$ cat src/rtl/ppm_pkg.sv
package ppm_pkg;
  typedef enum logic [1:0] {
    PH_ALIGN   = 2'd0,
    PH_MEASURE = 2'd1,
    PH_HOLD    = 2'd2
  } phase_e;
endpackage

$ cat src/rtl/ppm_edge_sync.sv
module ppm_edge_sync #(
  parameter int STAGES = 2
) (
  input  logic clk,
  input  logic rst_n,
  input  logic async_in,
  output logic rise
);
  logic [STAGES-1:0] chain;
  logic              last_q;

  always_ff @(posedge clk or negedge rst_n) begin
    if (!rst_n) begin
      chain  <= '0;
      last_q <= 1'b0;
    end else begin
      chain  <= {chain[STAGES-2:0], async_in};
      last_q <= chain[STAGES-1];
    end
  end

  assign rise = chain[STAGES-1] & ~last_q;


  single_rise_chk: assert property (@(posedge clk) disable iff (!rst_n)
    rise |=> !rise);
endmodule

$ cat src/rtl/ppm_divider.sv
module ppm_divider #(
  parameter int DIV_N = 10_000_000
) (
  input  logic clk,
  input  logic rst_n,
  input  logic tick,
  input  logic restart,
  output logic wrap
);
  localparam int DIV_W = $clog2(DIV_N);
  localparam logic [DIV_W-1:0] LAST = DIV_W'(DIV_N - 1);

  logic [DIV_W-1:0] cnt;

  always_ff @(posedge clk or negedge rst_n) begin
    if (!rst_n)
      cnt <= '0;
    else if (restart)
      cnt <= '0;
    else if (tick)
      cnt <= (cnt == LAST) ? '0 : cnt + 1'b1;
  end

  assign wrap = tick & (cnt == LAST) & ~restart;


  div_range_chk: assert property (@(posedge clk) disable iff (!rst_n)
    cnt <= LAST);

  div_restart_chk: assert property (@(posedge clk) disable iff (!rst_n)
    restart |=> !wrap);
endmodule

$ cat src/rtl/ppm_gated_counter.sv
module ppm_gated_counter #(
  parameter int MAG_W = 9
) (
  input  logic             clk,
  input  logic             rst_n,
  input  logic             clr,
  input  logic             arm,
  input  logic             div_hit,
  input  logic             ref_hit,
  input  logic             cnt_en,
  output logic             closing,
  output logic [MAG_W-1:0] mag,
  output logic             sign,
  output logic             ovf
);
  localparam logic [MAG_W-1:0] MAG_MAX = '1;

  logic div_seen, ref_seen;
  logic gate, div_now, ref_now;

  assign gate    = div_seen ^ ref_seen;
  assign div_now = div_seen | (arm & div_hit);
  assign ref_now = ref_seen | (arm & ref_hit);
  assign closing = arm & div_now & ref_now;

  always_ff @(posedge clk or negedge rst_n) begin
    if (!rst_n) begin
      div_seen <= 1'b0;
      ref_seen <= 1'b0;
      mag      <= '0;
      sign     <= 1'b0;
      ovf      <= 1'b0;
    end else if (clr) begin
      div_seen <= 1'b0;
      ref_seen <= 1'b0;
      mag      <= '0;
      sign     <= 1'b0;
      ovf      <= 1'b0;
    end else if (arm) begin
      div_seen <= div_now;
      ref_seen <= ref_now;
      if (div_hit && !div_seen && !ref_seen && !ref_hit)
        sign <= 1'b1;
      if (gate && cnt_en) begin
        if (mag == MAG_MAX) ovf <= 1'b1;
        else                mag <= mag + 1'b1;
      end
    end
  end


  ovf_sticky_chk: assert property (@(posedge clk) disable iff (!rst_n)
    ovf && !clr |=> ovf);

  mag_sat_hold_chk: assert property (@(posedge clk) disable iff (!rst_n)
    (mag == MAG_MAX) && !clr |=> (mag == MAG_MAX));

  ovf_needs_max_chk: assert property (@(posedge clk) disable iff (!rst_n)
    ovf |-> (mag == MAG_MAX));

  idle_no_count_chk: assert property (@(posedge clk) disable iff (!rst_n)
    !arm && !clr |=> $stable(mag));
endmodule

$ cat src/rtl/pps_phase_meter.sv
module pps_phase_meter #(
  parameter int DIV_N       = 10_000_000,
  parameter int MAG_W       = 9,
  parameter int SYNC_STAGES = 2,
  localparam int BUS_W      = (MAG_W + 2) / 2
) (
  input  logic             clk,
  input  logic             rst_n,
  input  logic             osc_tick,
  input  logic             fine_sel,
  input  logic             pps_in,
  input  logic             clear,
  input  logic             half_sel,
  output logic [BUS_W-1:0] rd_bus,
  output logic             rdy_n,
  output logic             ovf
);
  import ppm_pkg::*;

  localparam int HI_W = MAG_W - BUS_W + 1;

  phase_e state, nxt;
  logic pps_rise, restart, wrap, closing, arm, cnt_en, sign;
  logic [MAG_W-1:0] mag;
  logic [BUS_W-1:0] hi_word;

  ppm_edge_sync #(.STAGES(SYNC_STAGES)) u_sync (
    .clk(clk), .rst_n(rst_n), .async_in(pps_in), .rise(pps_rise));

  assign restart = (state == PH_ALIGN) & pps_rise & ~clear;

  ppm_divider #(.DIV_N(DIV_N)) u_div (
    .clk(clk), .rst_n(rst_n), .tick(osc_tick), .restart(restart), .wrap(wrap));

  assign arm    = (state == PH_MEASURE) & ~clear;
  assign cnt_en = fine_sel | osc_tick;

  ppm_gated_counter #(.MAG_W(MAG_W)) u_cnt (
    .clk(clk), .rst_n(rst_n), .clr(clear), .arm(arm),
    .div_hit(wrap), .ref_hit(pps_rise), .cnt_en(cnt_en),
    .closing(closing), .mag(mag), .sign(sign), .ovf(ovf));

  always_comb begin
    nxt = state;
    case (state)
      PH_ALIGN:   if (pps_rise) nxt = PH_MEASURE;
      PH_MEASURE: if (closing)  nxt = PH_HOLD;
      default:    nxt = PH_HOLD;
    endcase
    if (clear) nxt = PH_ALIGN;
  end

  always_ff @(posedge clk or negedge rst_n) begin
    if (!rst_n) state <= PH_ALIGN;
    else        state <= nxt;
  end

  assign rdy_n = (state != PH_HOLD);

  generate
    if (HI_W == BUS_W) begin : g_hi_exact
      assign hi_word = {sign, mag[MAG_W-1:BUS_W]};
    end else begin : g_hi_pad
      assign hi_word = {{(BUS_W-HI_W){1'b0}}, sign, mag[MAG_W-1:BUS_W]};
    end
  endgenerate

  assign rd_bus = half_sel ? hi_word : mag[BUS_W-1:0];


  hold_stable_chk: assert property (@(posedge clk) disable iff (!rst_n)
    (state == PH_HOLD) && !clear |=> (state == PH_HOLD) && $stable(mag) && $stable(sign));

  clear_rearm_chk: assert property (@(posedge clk) disable iff (!rst_n)
    clear |=> rdy_n && !ovf && (mag == '0));

  align_first_chk: assert property (@(posedge clk) disable iff (!rst_n)
    (state == PH_ALIGN) |=> rdy_n);
endmodule

$ cat config.mk
export PLATFORM = sky130hd
export DESIGN_NAME = pps_phase_meter
export DESIGN_NICKNAME = d
export VERILOG_FILES = /design/src/rtl/ppm_pkg.sv /design/src/rtl/ppm_edge_sync.sv /design/src/rtl/ppm_divider.sv /design/src/rtl/ppm_gated_counter.sv /design/src/rtl/pps_phase_meter.sv
export SDC_FILE = /design/constraint.sdc
export NUM_CORES = 1
export LEC_CHECK = 0
export ABC_AREA = 1
export BUFFER_PORTS_ARGS = -buffer_cell sky130_fd_sc_hd__buf_2
export CAP_MARGIN = 20
export CORE_MARGIN = 4
export CORE_UTILIZATION = 54
export CTS_CLUSTER_DIAMETER = 50
export CTS_CLUSTER_SIZE = 25
export DETAILED_ROUTE_END_ITERATION = 12
export PLACE_DENSITY = 0.84
export SYNTH_ARGS = -nofsm -noshare
export SYNTH_HDL_FRONTEND = slang
export SYNTH_HIERARCHICAL = 1
export SYNTH_SLANG_ARGS = --single-unit
$ cat constraint.sdc
create_clock -name clk -period 3.6 [get_ports clk]
set_input_delay 0.36 -clock clk [delete_from_list [all_inputs] [get_ports clk]]
set_output_delay 0.36 -clock clk [all_outputs]
set_load 0.02 [all_outputs]
==> summary.txt <==
Route
  • DRC viols: 0
  • Avg Vias per Cell: 5.06
  • Met1 Wirelength: 2680 um
  • Met2 wire length: 2430 um
  • Detailed-router iteration count before antenna repair: 4
  • DR iter-0 viols: 125
  • Final routed wirelength across all metal layers: 5480 um
  • Via count of the routed design: 2332
  • WL per Instance: 11.9 um
  • Length of routed met3 wiring: 273 um
  • Count of antenna-violating nets left after detailed routing: 0
  • Highest routed metal layer: met4

STA
  • Count of pins over their slew limit: 0
  • Final setup viols: 0
  • WHS: 0.170 ns
  • Maximum clock rate: 499 MHz
  • Setup repair after global routing missed its margin: false
  • Clk_skew: 0.00482 ns
  • Max-Slew Margin vs Limit: 40.0%
  • Post-route fraction of the period consumed by the critical path: 55.7%
  • Worst Tran Pin Value: 0.901 ns
  • Setup TNS: 0 ns
  • Final period demand of the worst path: 2.01 ns
  • Number of hold-slack violations in the final timing report: 0

Place
  • Input/output buffers: 13
  • Routability-driven placement congestion ratio: 0.942
  • DP HPWL: 4150 um

Worst setup path
  • Startpoint kind of the worst setup timing path: flop
  • Signal arrival time at the worst endpoint: 2.24 ns
  • Library cell contributing the largest single delay on the critical path: sky130_fd_sc_hd__nor4_1
  • Max Fanout on Critical Path: 6
  • Crit path kind: reg2reg
  • Max stage delay on crit path: 0.39 ns
  • Element type at the critical path end: flop
  • Required time of the critical path: 3.83 ns
  • Cells along the critical path: ha_1, nand2_2, nor2_4, nand2_2, nor4_1, a21oi_1, nor3_1, inv_1, nand2_1, nor2_1, nor2_1

Global routing
  • All-layer global routing usage: 19.4%
  • Number of antenna violations at the first check in global routing: 0
  • Number of global-route vias before repair: 2096
  • Wire length of the first global-routing pass: 9450 um
  • Overflow left after global routing: 0
  • Pin count of the biggest net entering global routing: 43

Floorplanning
  • Area inside the core boundary: 4720 sq um
  • Top-Level Pins: 14
  • Initial Util: 56.0%
  • Width of the die: 78.0 um
  • Standard-cell row count: 25
  • Die extent in y: 78.0 um
  • Die area: 6080 sq um

Synth
  • Number of synthesized register bits: 42
  • Cell type with the highest aggregate area in the netlist: sky130_fd_sc_hd__dfrtp_1
  • Count of different cell masters after synthesis: 28
  • Cell area after synthesis: 2640 sq um
  • Sequential area share after synthesis: 39.8%
  • Leading post-synthesis cells by cell area: sky130_fd_sc_hd__dfrtp_1 40%, sky130_fd_sc_hd__nand2_1 13%, sky130_fd_sc_hd__inv_1 8.2%, sky130_fd_sc_hd__nor2_1 7.8%, sky130_fd_sc_hd__nand3_1 6.1%
  • Mean Syn Cell Area: 7.01 sq um
  • Synthesis Warnings: 6
  • Area share of the largest cell type after synthesis: 39.8%
  • Net count after synthesis: 387
  • Number of cells produced by synthesis: 377

Flow run
  • Max_cap viols: 0

Clocking
  • Root Driver: sky130_fd_sc_hd__clkbuf_8
  • Clock-pin slew of the registers on the worst-case setup and hold paths: 0.08 ns
  • Clock Path Buffers: 2
  • Cts hold-fix bufs: 0
  • Count of clock tree sinks: 42
  • Total of cells resized after clock tree synthesis: 0
  • TritonCTS buffer count: 5
  • Count of buffers added by post-CTS timing repair for setup: 0
  • CTS tree: done
  • Clk_lat worst skew: 0.29 ns
  • Count of H-tree levels built during CTS: 2

Final layout
  • Most frequent standard cell in the layout excluding fill and tap cells: sky130_fd_sc_hd__nand2_1
  • Number of nets in the finished design: 403
  • Inserted Diodes: 0
  • Fraction of final layout cells with drive strength greater than 1: 14.5%
  • Commonest non-fill, non-tap cells in the layout: 92 x sky130_fd_sc_hd__nand2_1, 58 x sky130_fd_sc_hd__inv_1, 55 x sky130_fd_sc_hd__nor2_1, 42 x sky130_fd_sc_hd__dfrtp_1, 32 x sky130_fd_sc_hd__nand3_1
  • Filler cell count: 447
  • Area delta synth->final: 7.57%

Run status
  • Outcome: completed

Power and ir drop
  • Ratio of total power to cell area: 364 nW/um^2
  • Largest voltage drop on the vdd net: 0.000203 V
  • Leakage power: 1.43 nW

Min path
  • Class of the tightest hold or removal check: in2reg
-- report_power, final --
group	total [W]	internal (W)	switching [W]	leakage [nW]
Clock	0.000297	0.000137	0.000160	0.0452
Sequential	0.000562	0.000517	0.0000453	0.563
Combinational	0.000176	0.0000647	0.000112	0.826
-- state kept, by name (all words and copies together) (netlist names) --
register	cells
state	2
u_cnt/div_seen	1
u_cnt/mag	9
u_cnt/ovf	1
u_cnt/ref_seen	1
u_cnt/sign	1
u_div/cnt	24
u_sync/chain	2
u_sync/last_q	1
-- critical path: cells and delay by family, from the launching register on --
kind | cells | cell delay [ns]
AND/OR/NAND/NOR | 8 | 1.16
buffers and inverters | 1 | 0.06
AO/OA/AOI/OAI | 1 | 0.14
flip-flops | 1 | 0.38
adder cells (fa/ha/maj) | 1 | 0.19
-- cells in the mapped netlist, drive strengths merged --
| master | count |
|---|---|
| a21boi | 2 |
| a21oi | 8 |
| a31oi | 2 |
| and2 | 1 |
| buf | 4 |
| dfrtp | 42 |
| ha | 3 |
| inv | 67 |
| nand2 | 100 |
| nand3 | 33 |
| nand4 | 17 |
| nor2 | 73 |
| nor3 | 3 |
| nor4 | 1 |
| o21ai | 10 |
| o21bai | 1 |
| or2 | 1 |
| xnor2 | 2 |
| xor2 | 7 |
-- metrics by stage --
| stage | utilization (%) | area, sq um | instances | worst slack (ns) | total power [W] |
|---|---|---|---|---|---|
| after floorplan | - | 2640 | 377 | 1.83 | 0.000698 |
| after global placement | 58.4 | 2760 | 453 | 1.58 | 0.000740 |
| after detailed placement | 58.4 | 2760 | 453 | 1.51 | 0.000748 |
| after CTS | 60.2 | 2840 | 461 | 1.62 | 0.00105 |
| after global routing | 60.2 | 2840 | 461 | 1.32 | 0.00111 |
| final | 60.2 | 2840 | 461 | 1.59 | 0.00104 |
-- cell families (layout without fill, tap and decap cells) --
| kind of cell | Yosys count | in the layout | synth area share [%] |
|---|---|---|---|
| flops | 42 | 42 | 39.8 |
| simple gates | 229 | 229 | 40.1 |
| fa+ha+maj | 3 | 3 | 1.42 |
| compound gates | 23 | 23 | 4.73 |
| buf+inv | 71 | 88 | 11.0 |
| xor+xnor | 9 | 9 | 2.98 |
-- layer usage --
metal / up-vias / track usage (%)
met5: - / 0
met2: 67 / 29.4
met1: 1054 / 28.0
met4: 0 / 6.12
met3: 9 / 3.83
li1: 1202 / -
-- area by class of cell --
cell class                 instances  area, sq um  area share, %
clock buffer                       6         72.6           2.55
clock inverter                     2         13.8          0.484
inverter                          67          256           9.02
multi-input combinational        264         1300           45.8
sequential                        42         1050           37.0
tap                               67         83.8           2.95
timing repair buffer              13         65.1           2.29
-- path summary, 6_finish.rpt --
path	from	endpoint	slack, ns	cells past startpoint
setup / recovery	u_div/cnt[0]$_DFFE_PN0P_	state[1]$_DFFE_PN0P_	1.59	11
hold / removal	pps_in	u_sync/chain[0]$_DFF_PN0_	0.17	1
setup reg to reg	u_div/cnt[0]$_DFFE_PN0P_	state[1]$_DFFE_PN0P_	1.59	11
hold reg to reg	u_sync/chain[0]$_DFF_PN0_	u_sync/chain[1]$_DFF_PN0_	0.38	0
max in group asynchronous	rst_n	u_cnt/mag[4]$_DFFE_PN0P_	2.85	1
min in group asynchronous	rst_n	u_div/cnt[0]$_DFFE_PN0P_	0.19	1
Note: power is estimated with default switching activity, not from simulation.
